==> config.mk <==
export PLATFORM = sky130hd
export DESIGN_NAME = legacy_attr_decoder
export DESIGN_NICKNAME = d
export VERILOG_FILES = /design/src/rtl/lad_pkg.sv /design/src/rtl/lad_ctrl.sv /design/src/rtl/lad_datapath.sv /design/src/rtl/legacy_attr_decoder.sv
export SDC_FILE = /design/constraint.sdc
export NUM_CORES = 1
export LEC_CHECK = 0
export ABC_AREA = 1
export BUFFER_PORTS_ARGS = -buffer_cell sky130_fd_sc_hd__buf_2
export CAP_MARGIN = 40
export CORE_MARGIN = 4
export CORE_UTILIZATION = 30
export DETAILED_ROUTE_END_ITERATION = 8
export PLACE_DENSITY = 0.56
export SKIP_CTS_REPAIR_TIMING = 1
export SYNTH_ARGS = -nofsm -noshare
export SYNTH_HDL_FRONTEND = slang
export SYNTH_HIERARCHICAL = 1
export SYNTH_SLANG_ARGS = --single-unit
==> constraint.sdc <==
create_clock -name clk -period 3.7 [get_ports clk]
set_input_delay 0.74 -clock clk [delete_from_list [all_inputs] [get_ports clk]]
set_output_delay 0.74 -clock clk [all_outputs]
set_load 0.005 [all_outputs]
==> src/rtl/lad_pkg.sv <==
`timescale 1ns/1ps
package lad_pkg;
  localparam int NUM_REGS = 7;

  typedef struct packed {
    logic [NUM_REGS-1:0] wrSel;
    logic [NUM_REGS-1:0] rdSel;
    logic                accStrobe;
    logic                accIsWrite;
  } ctlStrobes_t;
endpackage

==> src/rtl/lad_ctrl.sv <==
`timescale 1ns/1ps
module lad_ctrl
  import lad_pkg::*;
#(
  parameter int CFG_AW   = 8,
  parameter int CFG_BASE = 'h59
) (
  input  logic              clk,
  input  logic              rstN,
  input  logic [CFG_AW-1:0] cfgAddr,
  input  logic              cfgWrEn,
  input  logic              accValid,
  input  logic              accWrite,
  output ctlStrobes_t       strobes
);
  logic [NUM_REGS-1:0] hitVec;

  for (genvar i = 0; i < NUM_REGS; i++) begin : g_hit
    localparam logic [CFG_AW-1:0] OFFS = CFG_AW'(CFG_BASE + i);
    assign hitVec[i] = (cfgAddr == OFFS);
  end

  always_comb begin
    strobes.wrSel      = hitVec & {NUM_REGS{cfgWrEn}};
    strobes.rdSel      = hitVec;
    strobes.accStrobe  = accValid;
    strobes.accIsWrite = accWrite;
  end

  // a configuration write targets at most one register
  p_single_target_r1: assert property (@(posedge clk) disable iff (!rstN)
    $onehot0(strobes.wrSel));
endmodule

==> src/rtl/lad_datapath.sv <==
`timescale 1ns/1ps
module lad_datapath
  import lad_pkg::*;
#(
  parameter int ADDR_W = 20,
  parameter int SEG_SHIFT = 14
) (
  input  logic              clk,
  input  logic              rstN,
  input  ctlStrobes_t       strobes,
  input  logic [7:0]        cfgWrData,
  input  logic [ADDR_W-1:0] accAddr,
  output logic [7:0]        cfgRdData,
  output logic              dramClaim,
  output logic              busForward
);
  localparam logic [7:0] KEEP_MASK = 8'h33;
  localparam int IDX_W = $clog2(NUM_REGS);
  localparam int TOP = ADDR_W - 1;

  logic [7:0] attr [NUM_REGS];
  logic       covered, dfltClaim, useHi, claimNext;
  logic [IDX_W-1:0] regIdx;
  logic [3:0] nib;

  for (genvar i = 0; i < NUM_REGS; i++) begin : g_attr
    always_ff @(posedge clk or negedge rstN) begin
      if (!rstN)                  attr[i] <= '0;
      else if (strobes.wrSel[i])  attr[i] <= cfgWrData & KEEP_MASK;
    end
  end

  always_comb begin
    cfgRdData = '0;
    for (int i = 0; i < NUM_REGS; i++)
      if (strobes.rdSel[i]) cfgRdData = cfgRdData | attr[i];
  end

  // Region lookup on the top address bits
  always_comb begin
    covered   = 1'b0;
    dfltClaim = 1'b1;
    regIdx    = '0;
    useHi     = 1'b0;
    unique case (accAddr[TOP -: 3])
      3'b100: covered = 1'b1;
      3'b101: dfltClaim = 1'b0;
      3'b110: begin
        covered = 1'b1;
        regIdx  = IDX_W'(1) + IDX_W'(accAddr[SEG_SHIFT+2 -: 2]);
        useHi   = accAddr[SEG_SHIFT];
      end
      3'b111: begin
        covered = 1'b1;
        if (accAddr[TOP-3]) begin
          regIdx = '0;
          useHi  = 1'b1;
        end else begin
          regIdx = IDX_W'(5) + IDX_W'(accAddr[SEG_SHIFT+1]);
          useHi  = accAddr[SEG_SHIFT];
        end
      end
      default: ;
    endcase
    nib       = useHi ? attr[regIdx][7:4] : attr[regIdx][3:0];
    claimNext = covered ? (strobes.accIsWrite ? nib[1] : nib[0]) : dfltClaim;
  end

  always_ff @(posedge clk or negedge rstN) begin
    if (!rstN) begin
      dramClaim  <= 1'b0;
      busForward <= 1'b0;
    end else begin
      dramClaim  <= strobes.accStrobe &  claimNext;
      busForward <= strobes.accStrobe & ~claimNext;
    end
  end

  p_exclusive_r9: assert property (@(posedge clk) disable iff (!rstN)
    !(dramClaim && busForward));
  p_one_answer_r9: assert property (@(posedge clk) disable iff (!rstN)
    strobes.accStrobe |=> $onehot({dramClaim, busForward}));
  p_idle_quiet_r9: assert property (@(posedge clk) disable iff (!rstN)
    !strobes.accStrobe |=> (!dramClaim && !busForward));
  p_low_claim_r8: assert property (@(posedge clk) disable iff (!rstN)
    (strobes.accStrobe && !accAddr[TOP]) |=> dramClaim);
  p_hole_fwd_r8: assert property (@(posedge clk) disable iff (!rstN)
    (strobes.accStrobe && accAddr[TOP -: 3] == 3'b101) |=> busForward);
  p_rsvd_zero_r2: assert property (@(posedge clk) disable iff (!rstN)
    (cfgRdData & ~KEEP_MASK) == 8'h00);
endmodule

==> src/rtl/legacy_attr_decoder.sv <==
`timescale 1ns/1ps
module legacy_attr_decoder
  import lad_pkg::*;
#(
  parameter int ADDR_W   = 20,
  parameter int CFG_AW   = 8,
  parameter int CFG_BASE = 'h59
) (
  input  logic              clk,
  input  logic              rstN,
  input  logic [CFG_AW-1:0] cfgAddr,
  input  logic              cfgWrEn,
  input  logic [7:0]        cfgWrData,
  output logic [7:0]        cfgRdData,
  input  logic              accValid,
  input  logic [ADDR_W-1:0] accAddr,
  input  logic              accWrite,
  output logic              dramClaim,
  output logic              busForward
);
  ctlStrobes_t strobes;

  lad_ctrl #(.CFG_AW(CFG_AW), .CFG_BASE(CFG_BASE)) u_ctrl (
    .clk(clk), .rstN(rstN), .cfgAddr(cfgAddr), .cfgWrEn(cfgWrEn),
    .accValid(accValid), .accWrite(accWrite), .strobes(strobes)
  );

  lad_datapath #(.ADDR_W(ADDR_W)) u_dp (
    .clk(clk), .rstN(rstN), .strobes(strobes), .cfgWrData(cfgWrData),
    .accAddr(accAddr), .cfgRdData(cfgRdData),
    .dramClaim(dramClaim), .busForward(busForward)
  );
endmodule

==> results.yml <==
timing:
  fin_crit_ns: 2.749
  fin_crit_sh: 0.7428
  worst_slack_ns: 0.9515
  relSlewSlack: 0.5493
  rsz0062_at_grt: "no"
  finalSetupViolations: 0
  fin_skew_ns: 0.004411
  drv_slew: 0
  fmax_mhz: 363.8
  fin_tns_setup_ns: 0
  worst_pin_slew_ns: 0.6760
  final_hold_viol_count: 0
place:
  place_area_mm2: 0.002113
  routabilityCongestion: 0.8200
  place_ws_ns: 0.9792
  dp_hpwl_mm: 3.655
  port_buffers: 28
  dpl.cell_count: 374
clock_network:
  clockRootBuffer: "clkbuf_8"
  tritoncts: "done"
  numClockSinks: 30
  cts_buffers: 5
  clock_path_buffers: 2
  clock_latency_ns: 0.28
  cts_max_level: 2
  clk_pin_slew_ns: 0.07
global_route:
  grt_max_degree: 31
  overflow: 0
  grt_pass1_vias: 1727
  antenna_found_initial: 0
  grt_pass1_wl_mm: 7.955
  grtUsageTotal: 0.1319
worst_setup_path:
  worst_ep_required_time_ns: 2.96
  crit_path_start: "cfgAddr[2]"
  worstPathArrival_ns: 2.01
  startpoint_type: "input port"
  cpPeakStageDelay_ns: 0.32
  r2r_start: "u_dp/attr[33]$_DFFE_PN0P_"
  crit_slowest_cell: "a221oi_1"
  cpLargestDelayFamily: "compound AO/OA/AOI/OAI gates"
  endpoint_kind: "primary output"
  worst-path-buf-inv: 4
  worstPathCellList: "buf_2 -> nand2_1 -> nor2_1 -> nand2_1 -> inv_1 -> inv_1 -> o22ai_1 -> a221oi_1 -> o2111ai_1 -> buf_2"
  cp_max_fo: 4
  worstSetupPathType: "in -> out"
yosys:
  syn_area_per_cell_um2: 7.061
  ys_seq_area_frac: 0.3866
  yosys.area.top_type_share: 0.3866
  yosysTopAreaCell: "dfrtp_1"
  syn_area_mm2: 0.001942
  yosys_warnings: 6
  synth.most_common_cell: "nand2_1"
  synthArstFlopShare: 1.000
  synth_edf_count: 0
  synth_cell_type_count: 25
  synth_common_cells: "65 x nand2_1, 54 x inv_1, 38 x nand3_1"
  synthCells: 275
  ys_top_cells_by_area: "dfrtp_1 39%, nand2_1 13%, inv_1 10%"
  synth-seq-cells: 30
  synth_ff_type: "dfrtp_1"
drt:
  ant_nets: 0
  drt-met1-wl_mm: 2.136
  wire_per_inst_um: 12.48
  wl_met2_mm: 2.270
  vias_per_cell: 4.639
  firstDrtPassIters: 4
  highest_layer: "met4"
  met3_length_um: 270
  drc: 0
  via_count: 1772
  dr.first_iter.drc_count: 67
  routed_wirelength_mm: 4.769
die:
  core_mm2: 0.006314
  io_pins: 51
  die_area_mm2: 0.007824
  die_w_um: 88.46
  num_rows: 29
  initial_utilization: 0.3076
  die_y_um: 88.46
finish:
  nets: 348
  drive_above_1_share: 0.1607
  n_fill_cell: 709
  stdcell_count: 382
  diodes: 0
  final_area_mm2: 0.002220
  areaGrowthSynthToFinish_pct: 14.30
outcome:
  status: "finished clean"
min_path:
  hold_path_class: "in -> async"
power_and_ir_drop:
  powerDensity_mw_per_mm2: 361.0
  p_leak_nw: 1.164
  ir_worst_vdd_mv: 0.2526
run:
  drv_cap: 0
==> report_power, final <==
| part | switching, W | internal, W | total, W | leakage, nW |
|---|---|---|---|---|
| logic | 0.0000750 | 0.0000398 | 0.000115 | 0.825 |
| registers | 0.0000118 | 0.000354 | 0.000366 | 0.287 |
| clock network | 0.000119 | 0.000201 | 0.000320 | 0.0524 |
| total | 0.000206 | 0.000595 | 0.000801 | 1.16 |
==> state kept, by name, indices dropped and copies added (netlist names) <==
name             count
u_dp/attr           28
u_dp/busForward      1
u_dp/dramClaim       1
==> placed cells by master, fill, tap and decap left out <==
cell type	instances
buf_2	28
clkbuf_1	2
nand4_2	1
nor3_2	1
nand2_2	6
nor2_2	2
o2111ai_1	4
nand2_1	65
o211ai_1	1
nor2_1	16
nand2_4	1
clkbuf_8	5
o22ai_1	4
inv_1	54
dfrtp_1	30
inv_2	1
a221oi_1	4
nor2_4	1
bufinv_16	1
conb_1	4
nand3_2	2
nand3_1	38
ha_1	3
a21oi_1	2
o21ai_0	29
==> final timing paths <==
kind | to | slack [ns] | cells after the start
min in group clk | u_dp/attr[20]$_DFFE_PN0P_ | 0.55 | 2
worst max-delay path | cfgRdData[0] | 0.95 | 10
max in group asynchronous | u_dp/attr[53]$_DFFE_PN0P_ | 2.76 | 1
worst min register to register | u_dp/attr[20]$_DFFE_PN0P_ | 0.55 | 2
worst min-delay path | u_dp/attr[36]$_DFFE_PN0P_ | 0.49 | 1
worst max register to register | u_dp/busForward$_DFF_PN0_ | 2.48 | 9
==> final cells by class <==
cell class              count  area [um^2]  area share
multi-input cells         184        919.6      0.4143
flip-flops and latches     30        750.7      0.3382
inverters                  55        206.4     0.09301
repair buffers             28        140.1     0.06313
well taps                  77        96.34     0.04340
clock buffers               7        76.32     0.03439
clock inverters             1        30.03     0.01353
==> through the flow <==
step           utilization  power (W)  hold slack (ns)
3_5_place_dp        0.3347  0.0004867           0.5387
4_1_cts             0.3516  0.0008118           0.5182
2_1_floorplan            -  0.0004458           0.4444
5_1_grt             0.3516  0.0008461           0.5501
6_report            0.3516  0.0008013           0.4887
3_3_place_gp        0.3347  0.0004851           0.5336
==> layer usage <==
metal,GRT usage,vias to the layer above
li1,-,926
met1,0.1611,791
met2,0.2311,48
met3,0.01955,7
met4,0.05495,0
met5,0,-
==> logic make-up (layout without fill, tap and decap cells) <==
kind of cell,after synthesis,in the layout,synth area share
buffers and inverters,64,91,0.1456
flip-flops,30,30,0.3866
AND/OR/NAND/NOR,133,133,0.3138
other,1,4,0.001931
adder cells (fa/ha/maj),3,3,0.01933
AO/OA/AOI/OAI,44,44,0.1327
(Power assumes the default switching activity.)
